### config.mk
export PLATFORM = sky130hd
export DESIGN_NAME = vid_regif
export DESIGN_NICKNAME = d
export VERILOG_FILES = /design/src/rtl/vid_regif.sv
export SDC_FILE = /design/constraint.sdc
export NUM_CORES = 1
export LEC_CHECK = 0
export BUFFER_PORTS_ARGS = -buffer_cell sky130_fd_sc_hd__buf_2
export CAP_MARGIN = 20
export CORE_ASPECT_RATIO = 2
export CORE_MARGIN = 2
export CORE_UTILIZATION = 44
export DETAILED_ROUTE_END_ITERATION = 10
export PLACE_DENSITY = 0.84
export SLEW_MARGIN = 10
export SYNTH_ARGS = -nofsm -noshare
export SYNTH_HDL_FRONTEND = slang
export SYNTH_SLANG_ARGS = --single-unit
### constraint.sdc
create_clock -name clk -period 3.37 [get_ports clk]
set_input_delay 0.674 -clock clk [delete_from_list [all_inputs] [get_ports clk]]
set_output_delay 0.674 -clock clk [all_outputs]
set_load 0.01 [all_outputs]
### src/rtl/vid_regif.sv
module vid_regif #(
  parameter int RASTER_W = 9,
  parameter int IO_AW    = 10
) (
  input  logic                clk,
  input  logic                rst_n,
  input  logic                reg_sel,
  input  logic                io_sel,
  input  logic                cpu_we,
  input  logic [IO_AW-1:0]    cpu_addr,
  input  logic [7:0]          cpu_wdata,
  output logic [7:0]          cpu_rdata,
  input  logic [RASTER_W-1:0] raster_line,
  input  logic                vblank,
  input  logic                irq_ack,
  output logic                irq,
  output logic                ext_mode,
  output logic                cram_en,
  output logic                cram_we,
  output logic [IO_AW-1:0]    cram_addr,
  output logic [7:0]          cram_wdata,
  input  logic [7:0]          cram_rdata,
  output logic                per_cs,
  output logic                per_we,
  input  logic [7:0]          per_rdata
);
  localparam int REG_AW = 7;
  localparam logic [REG_AW-1:0] OFS_RAS_HI = 7'h11;
  localparam logic [REG_AW-1:0] OFS_RAS_LO = 7'h12;
  localparam logic [REG_AW-1:0] OFS_MASK   = 7'h1A;
  localparam logic [REG_AW-1:0] OFS_KEY    = 7'h2F;
  localparam logic [REG_AW-1:0] OFS_CTRL   = 7'h30;
  localparam logic [7:0] KEY_A = 8'hA5;
  localparam logic [7:0] KEY_B = 8'h96;

  logic [7:0]        ctrl;
  logic [3:0]        irq_mask;
  logic              key_armed;
  logic [REG_AW-1:0] ofs;
  logic              reg_wr, key_wr, irq_set;
  logic [7:0]        reg_rd, raster_hi;

  assign ofs       = cpu_addr[REG_AW-1:0];
  assign reg_wr    = reg_sel & cpu_we;
  assign key_wr    = reg_wr && ofs == OFS_KEY;
  assign irq_set   = vblank & irq_mask[0];
  assign raster_hi = 8'(raster_line >> 8);

  always_ff @(posedge clk) begin
    if (!rst_n) begin
      ctrl      <= '0;
      irq_mask  <= '0;
      key_armed <= 1'b0;
      ext_mode  <= 1'b0;
      irq       <= 1'b0;
    end else begin
      if (reg_wr && ofs == OFS_CTRL) ctrl <= cpu_wdata;
      if (reg_wr && ofs == OFS_MASK) irq_mask <= cpu_wdata[3:0];
      if (key_wr) begin
        ext_mode  <= key_armed && cpu_wdata == KEY_B;
        key_armed <= cpu_wdata == KEY_A;
      end
      if (irq_set)      irq <= 1'b1;
      else if (irq_ack) irq <= 1'b0;
    end
  end

  always_comb begin
    unique case (ofs)
      OFS_RAS_HI: reg_rd = raster_hi;
      OFS_RAS_LO: reg_rd = raster_line[7:0];
      OFS_MASK:   reg_rd = {4'h0, irq_mask};
      OFS_CTRL:   reg_rd = ctrl;
      default:    reg_rd = 8'hFF;
    endcase
  end

  assign cram_en    = io_sel & ctrl[0];
  assign cram_we    = cram_en & cpu_we;
  assign cram_addr  = cpu_addr;
  assign cram_wdata = cpu_wdata;
  assign per_cs     = io_sel & ~ctrl[0];
  assign per_we     = per_cs & cpu_we;

  assign cpu_rdata = reg_sel ? reg_rd :
                     io_sel  ? (ctrl[0] ? cram_rdata : per_rdata) : 8'hFF;

  p_ctrl_hold_r3: assert property (@(posedge clk) disable iff (!rst_n)
    !(reg_wr && ofs == OFS_CTRL) |=> $stable(ctrl));

  p_mask_store_r4: assert property (@(posedge clk) disable iff (!rst_n)
    (reg_wr && ofs == OFS_MASK) |=> irq_mask == $past(cpu_wdata[3:0]));

  p_ext_needs_key_r5: assert property (@(posedge clk) disable iff (!rst_n)
    $rose(ext_mode) |-> $past(key_armed && key_wr && cpu_wdata == KEY_B));

  p_ext_drop_r6: assert property (@(posedge clk) disable iff (!rst_n)
    (key_wr && !(key_armed && cpu_wdata == KEY_B)) |=> !ext_mode);

  p_irq_needs_mask_r9: assert property (@(posedge clk) disable iff (!rst_n)
    $rose(irq) |-> $past(vblank && irq_mask[0]));

  p_irq_ack_r10: assert property (@(posedge clk) disable iff (!rst_n)
    (irq && irq_ack && !vblank) |=> !irq);

  p_irq_hold_r10: assert property (@(posedge clk) disable iff (!rst_n)
    (irq && !irq_ack) |=> irq);
endmodule

* Word level (Yosys, flattened, before mapping)
Index checks and enable logic that the tools add are counted.
Storage, ports and cells: flip-flop bits (word level) 15, bits of input ports 50, output and inout port bits 32, word-level logic and storage cells 30
Cells by class: equal/unequal tests 7, mux-type cells 6, bitwise operators 7, reduce and logical (&&, ||, !) cells 5
Operators by type and width (count):
- one-hot mux 8 bit (4 select lines) | 1
- 2-to-1 mux 8 bit | 3
- == test 7 x 5 -> 1 bit, second input constant | 3
- == test 8 bit, second input constant | 2
- == test 7 x 6 -> 1 bit, second input constant | 2
- AND 1 bit | 6
- logical AND 1 bit | 4
- 2-to-1 mux 1 bit | 2
- nonzero test 2 bit | 1
- inverter 1 bit | 1

* Longest topological paths before layout
Gate-level depths: netlist of run 1.
depth in word-level cells 3, gate-level depth with buffers 5

* Least setup slack after synthesis of run 1
OpenSTA, ideal clock, no wires.
path type input to output, from input cpu_addr[2], to output cpu_rdata[4], arrival time 1.847 ns, setup slack 0.849 ns, stages 4, path through or3b_1 -> buf_6 -> or3b_2 -> a2bb2oi_1
Between the ends: cells in the longest elaborated chain, start to end 3
RTL lines:
- start: declaration | line 10 | input logic [IO_AW-1:0] cpu_addr,
- == test 7 x 6 -> 1 bit / == test 7 x 5 -> 1 bit (equally long branches) | line 69 | unique case (ofs)
- one-hot mux 8 bit (4 select lines) * | line 69
- 2-to-1 mux 8 bit * | line 85 | assign cpu_rdata = reg_sel ? reg_rd :
- end: declaration | line 12 | output logic [7:0] cpu_rdata,
Every way passes the cells marked *; elsewhere a longest branch is shown, timed or not.

* Worst setup path after layout of run 1
from input cpu_addr[2], to output cpu_rdata[0]
The elaborated chain is that of the path after synthesis.

==> results of run 1 <==
-- logic make-up after synthesis --
family / share of synthesized area [%]
AO/OA/AOI/OAI: 14.6
XOR/XNOR: 0.710
buffers and inverters: 14.4
flip-flops: 24.3
multiplexers: 17.0
AND/OR/NAND/NOR: 28.9
-- metrics by stage --
step | power (mW) | instances | utilization, % | instance area, sq um | hold slack [ns]
floorplan | 0.241 | 143 | - | 1230 | 0.456
global placement | 0.274 | 220 | 54.3 | 1470 | 0.469
detailed placement | 0.276 | 220 | 54.3 | 1470 | 0.476
CTS | 0.415 | 224 | 56.0 | 1510 | 0.486
global route | 0.434 | 224 | 56.0 | 1510 | 0.523
finish | 0.411 | 224 | 56.0 | 1510 | 0.482
-- synthesized netlist by cell type, types with 2 or more instances --
| cell type | n |
|---|---|
| nand2_1 | 7 |
| clkbuf_1 | 5 |
| nor3_1 | 2 |
| nor4_1 | 2 |
| a22o_1 | 3 |
| a22oi_1 | 11 |
| nand2b_1 | 3 |
| nor2_1 | 9 |
| a21boi_0 | 2 |
| nand4bb_1 | 2 |
| buf_4 | 18 |
| buf_1 | 2 |
| dfxtp_1 | 15 |
| nor2b_1 | 17 |
| nand3b_1 | 3 |
| nand3_1 | 3 |
| nor4_4 | 2 |
| mux2i_1 | 21 |
| a2bb2oi_1 | 4 |
-- registers in the layout (all words and copies together), names as in the netlist --
register and count:
ctrl 8, irq_mask 4, ext_mode 1, irq 1, key_armed 1
-- worst max-delay path by stage --
stage / slack (ns) / depth (start not counted) / from / end
2_1_floorplan: 0.85 / 4 / cpu_addr[2] / cpu_rdata[4]
3_3_place_gp: 0.47 / 5 / cpu_addr[2] / cpu_rdata[0]
3_5_place_dp: 0.47 / 5 / cpu_addr[2] / cpu_rdata[0]
4_1_cts: 0.47 / 5 / cpu_addr[2] / cpu_rdata[0]
5_1_grt: 0.39 / 5 / cpu_addr[2] / cpu_rdata[0]
6_report: 0.51 / 5 / cpu_addr[2] / cpu_rdata[0]
-- power by group --
group          internal, mW  switching (mW)
clock                0.0834          0.0563
combinational        0.0449          0.0486
sequential            0.178        0.000166
-- final cells by class --
cell class	instances	share of cell area, %
tap	29	2.40
sequential	15	19.9
timing repair buffer	75	24.8
multi-input combinational	101	50.0
clock buffer	4	2.98
-- routing by layer --
metal / wire length, microns / vias to the layer above
met2: 1680 / 56
met3: 208 / 4
met1: 1080 / 533
met4: 21 / 0
li1: - / 600
met5: 0 / -
-- critical path, cell delays in order --
cell and delay (ns):
buf_2 0.11, or3b_1 0.52, nor3b_1 0.52, a32oi_1 0.18, buf_2 0.18
==> key figures, run 1 <==
Global route
  • Busiest grt layer: met2
  • Antenna violations before repair: 0
  • Global-route wire length before repair: 4.83 mm
  • All-Layer GR Usage: 18.0%
  • Met2 usage: 36.7%
  • Largest net degree at the start of global routing: 16
  • Grt ovf: 0
  • Grt met1 use: 18.5%
  • Vias in the first global route: 1135
  • Met3 GRT Util: 0.682%

Critical path
  • Critical Path Fanout Max: 6
  • RR Endpoint: ctrl[0]
  • FF-to-FF path depth: 2
  • CP endpoint kind: primary output
  • Worst setup SP type: input port
  • Worst reg2reg startpoint: ctrl[0]
  • Worst Path Required: 2.70 ns
  • CP Class: input port to primary output
  • CP arrival: 2.18 ns
  • R2R Setup Slk: 2.32 ns

STA
  • Setup TNS: 0 ns
  • Achievable Freq: 0.350 GHz
  • Endpoints failing setup: 0
  • Final hold violations: 0
  • RSZ-0062 raised after global routing: false
  • Worst Clk Skew: 0.0000221 ns
  • Setup WS post-layout: 0.514 ns
  • Post-route minimum period: 2.86 ns
  • Tcrit/Tclk final: 84.8%
  • Final Max Tran Viols: 0
  • Least-Margin Pin Slew: 0.694 ns
  • Relative slew slack: 53.4%

Clock tree
  • Gates resized, CTS repair: 0
  • Root Buffer Master: clkbuf_8
  • Worst skew pair latency: 0.24 ns
  • # hold bufs at CTS: 0
  • Postcts setup bufs: 0
  • TritonCTS Buffers: 3
  • Clk sinks: 15
  • CTS tree: done
  • CTS Buffer Depth: 2
  • # H-tree levels: 1
  • Clock slew at reported path FFs: 0.06 ns

Synth
  • Gate Count Post-Synth: 143
  • Cell area after synthesis: 0.00123 sq mm
  • EDFF count, synth: 0
  • Yosys warns: 0
  • Most area-consuming cells after synthesis: dfxtp_1 24%, mux2i_1 17%, buf_4 11%, nor2b_1 8.6%, a22oi_1 6.7%
  • Top cell type's share of synthesized area: 24.3%
  • Mapped Avg Cell Area: 8.63 sq um
  • Synth Flop Type: dfxtp_1
  • Yosys cell types: 31
  • Synth area leader: dfxtp_1
  • Seq cells post-synth: 15
  • Async set or reset register ratio after synthesis: 0%
  • Sequential-to-total area share from yosys stat: 24.3%
  • Syn_nets: 193

Final layout
  • Reg area: 300 sq um
  • Nets: 246
  • Share of post-route cells with drive strength above 1: 41.5%
  • P&R area growth vs syn: 22.6%
  • Fillers: 291
  • ANT cells: 0
  • Multi-input combinational cell area: 756 sq um
  • Commonest non-fill, non-tap cell in the layout: buf_2
  • Commonest non-fill, non-tap cells in the layout: 75 x buf_2, 21 x mux2i_1, 17 x nor2b_1

Power and ir drop
  • Pwr Density: 272 mW/mm^2
  • Leak: 0.595 nW
  • Max VDD drop: 257 uV

Die
  • Number of I/O pins: 82
  • Chip height: 78.9 microns
  • Initial core utilization: 45.6%
  • Die width: 41.4 microns
  • Core Region: 0.00270 sq mm
  • Die ar.: 0.00327 sq mm
  • Rows: 27

Worst hold path
  • HP Start: irq
  • Hold-critical path endpoint: irq
  • Hold depth: 2
  • Hold Crit Class: register to register

Routing
  • Detailed Route WL: 2.99 mm
  • DR vias/cell: 5.33
  • Routed len/inst: 13.4 microns
  • Residual DRC count: 0
  • Detailed-route via count: 1193
  • Initial drt markers: 15
  • Post-route ant nets: 0
  • DRT Pass-1 Iters: 4

Placement
  • Port Buf Inserts: 75
  • Final HPWL DP: 2.49 mm
  • Worst slack at placement: 0.473 ns
  • Gpl congestion: 0.689

Status
  • Status: finished clean

Job
  • Max-Cap Viols: 0
No activity file was read; power rests on OpenSTA's default activity.
==> run 2, diff against run 1 <==
CORE_UTILIZATION = 42   (was 44)
PLACE_DENSITY = 0.8   (was 0.84)
clock period = 2.95 ns   (was 3.37 ns; I/O delays follow)
==> run 2 against run 1 <==
Core utilization fell by 0.82 points. First-iteration DRC count rose by 13%. Count of clock-buffer cells in the layout did not move. Sequential power rose by 14%. Via count barely moved. Setup slack got worse by 0.13 ns. Final area rose by 0.99%. Total power rose by 14%. Cell count rose by 0.89%. Sequential cell count did not move. Clock skew barely moved. Die area rose by 4.4%. Critical path type unchanged. Largest cell class unchanged.
==> key figures, run 2 (synthesis results as in run 1) <==
Routing
  • Routed len/inst: 13.6 microns (+2.0%)
  • Detailed-route via count: 1194 (+0.084%)
  • DRT Pass-1 Iters: 4 (unchanged)
  • Detailed Route WL: 3.08 mm (+2.9%)
  • Post-route ant nets: 0 (unchanged)
  • Initial drt markers: 17 (+2)
  • Residual DRC count: 0 (unchanged)
  • DR vias/cell: 5.28 (-0.80%)

Power and ir drop
  • Int Pwr: 0.350 mW (+14%)
  • Sequential power share: 43.2% (about the same)
  • Gate power share: 23.1% (+0.4 points)
  • Clock power frac: 33.8% (-0.2 points)
  • Leak: 0.605 nW (+1.6%)
  • Pwr Density: 308 mW/mm^2 (+13%)
  • Max VDD drop: 368 uV (+43%)
  • Sw Share: 25.6% (about the same)
  • Sw Pwr: 0.120 mW (+14%)
  • Total power: 0.470 mW (+14%)

Global route
  • Busiest grt layer: met2
  • Met3 GRT Util: 3.37% (+2.7 points)
  • Global-route wire length before repair: 4.93 mm (+2.1%)
  • Antenna violations before repair: 0 (unchanged)
  • Grt met1 use: 17.2% (-1.3 points)
  • All-Layer GR Usage: 18.0% (about the same)
  • Grt ovf: 0 (unchanged)
  • Vias in the first global route: 1153 (+1.6%)
  • Largest net degree at the start of global routing: 16 (unchanged)
  • Met2 usage: 36.5% (-0.26 points)

Clock tree
  • CTS tree: done
  • CTS Buffer Depth: 2 (unchanged)
  • Clock slew at reported path FFs: 0.06 ns (about the same)
  • Worst skew pair latency: 0.24 ns (about the same)
  • Clk sinks: 15 (unchanged)
  • TritonCTS Buffers: 3 (unchanged)
  • Root Buffer Master: clkbuf_8
  • Gates resized, CTS repair: 0 (unchanged)
  • Postcts setup bufs: 0 (unchanged)
  • # H-tree levels: 1 (unchanged)
  • # hold bufs at CTS: 0 (unchanged)

Final layout
  • Number of flip-flops in the largest register: 8 (unchanged)
  • P&R area growth vs syn: 23.8%
  • Commonest non-fill, non-tap cells in the layout: 75 x buf_2, 21 x mux2i_1, 17 x nor2b_1
  • Share of post-route cells with drive strength above 1: 42.1% (+0.59 points)
  • Commonest non-fill, non-tap cell in the layout: buf_2
  • Nets: 248 (+0.81%)
  • Fillers: 264 (-9.3%)
  • Biggest register: ctrl
  • Regs by FF count: ctrl x8, irq_mask x4
  • Final Util: 55.1% (-0.82 points)
  • ANT cells: 0 (unchanged)
  • Final std cell area, no fill: 0.00153 sq mm (+0.99%)

Critical path
  • CP endpoint kind: primary output
  • Critical Path Fanout Max: 11 (+5)
  • CP Buf/Inv Count: 2 (unchanged)
  • CP Cell Sequence: buf_2 -> xor2_1 -> a22oi_1 -> or3b_2 -> a2bb2oi_1 -> buf_2
  • CP Class: input port to primary output
  • Slowest CP cell: or3b_2
  • CP top delay family: simple AND/OR/NAND/NOR gates
  • Worst Path Required: 2.36 ns (-0.34 ns)
  • Worst setup SP type: input port
  • Most used cell, CP: buf_2
  • Crit-path max cell delay: 0.54 ns (+0.02 ns)
  • CP arrival: 1.98 ns (-0.20 ns)

Die
  • Core Region: 0.00277 sq mm (+2.5%)
  • Die ar.: 0.00341 sq mm (+4.4%)
  • Chip height: 80.6 microns (+2.2%)
  • Number of I/O pins: 82 (unchanged)
  • Rows: 27 (unchanged)
  • Die width: 42.3 microns (+2.1%)
  • Initial core utilization: 44.5% (-1.1 points)

STA
  • Hold_ws: 0.483 ns (+0.00173 ns)
  • Post-route minimum period: 2.57 ns
  • Worst Clk Skew: 0.0000799 ns (+0.0000577 ns)
  • Least-Margin Pin Slew: 0.704 ns (+0.0100 ns)
  • Final Max Tran Viols: 0 (unchanged)
  • Endpoints failing setup: 0 (unchanged)
  • Relative slew slack: 52.7% (-0.67 points)
  • Setup TNS: 0 ns (unchanged)
  • Achievable Freq: 0.390 GHz
  • Tcrit/Tclk final: 86.9%
  • Final hold violations: 0 (unchanged)
  • RSZ-0062 raised after global routing: false

Placement
  • Post-DP Area: 0.00148 sq mm (+1.0%)
  • Port Buf Inserts: 75 (unchanged)
  • Gpl congestion: 0.839 (+22%)
  • Final HPWL DP: 2.59 mm (+3.9%)

Worst hold path
  • Hold Crit Class: register to register

Job
  • Max-Cap Viols: 0 (unchanged)

Status
  • Status: finished clean
[run 2: cell types whose count changed in the layout (fill, tap and decap cells not counted)]
cell / delta
buf_4: +2
[run 2: layer usage]
metal,up-vias,part of all wire (%)
met3,5,8.2
met1,526,34
met4,0,1.8
met2,60,56
li1,603,-
met5,-,0
[run 2: area by class of cell]
cell class	instances	area, sq um	share of cell area, %
timing repair buffer	77	390	25.6
tap	29	36.3	2.38
sequential	15	300	19.7
multi-input combinational	101	756	49.5
clock buffer	4	45.0	2.95
[run 2: worst paths after layout]
check              startpoint           end  slack [ns]  cells past startpoint
hold reg to reg           irq           irq        0.48                      2
hold / removal            irq           irq        0.48                      2
setup / recovery  cpu_addr[0]  cpu_rdata[7]        0.39                      6
setup reg to reg      ctrl[0]       ctrl[0]        1.90                      2
[run 2: tightest hold or removal path, stage by stage (launching register included)]
cell	delay (ns)
dfxtp_1	0.31
nand2b_1	0.06
a21boi_0	0.07
[run 2: metrics by stage]
| stage | instances | setup slack [ns] |
|---|---|---|
| 6_report | 226 | 0.385 |
| 5_1_grt | 226 | 0.285 |
| 4_1_cts | 226 | 0.379 |
| 3_5_place_dp | 222 | 0.388 |
| 3_3_place_gp | 222 | 0.411 |
| 2_1_floorplan | 143 | 0.597 |
[run 2: power by group through the flow]
stage | registers (mW) | clock network, mW | logic (mW)
2_1_floorplan | 0.207 | 0 | 0.0683
3_3_place_gp | 0.207 | 0 | 0.108
3_5_place_dp | 0.207 | 0 | 0.109
4_1_cts | 0.203 | 0.163 | 0.109
5_1_grt | 0.203 | 0.173 | 0.119
6_report | 0.203 | 0.159 | 0.109
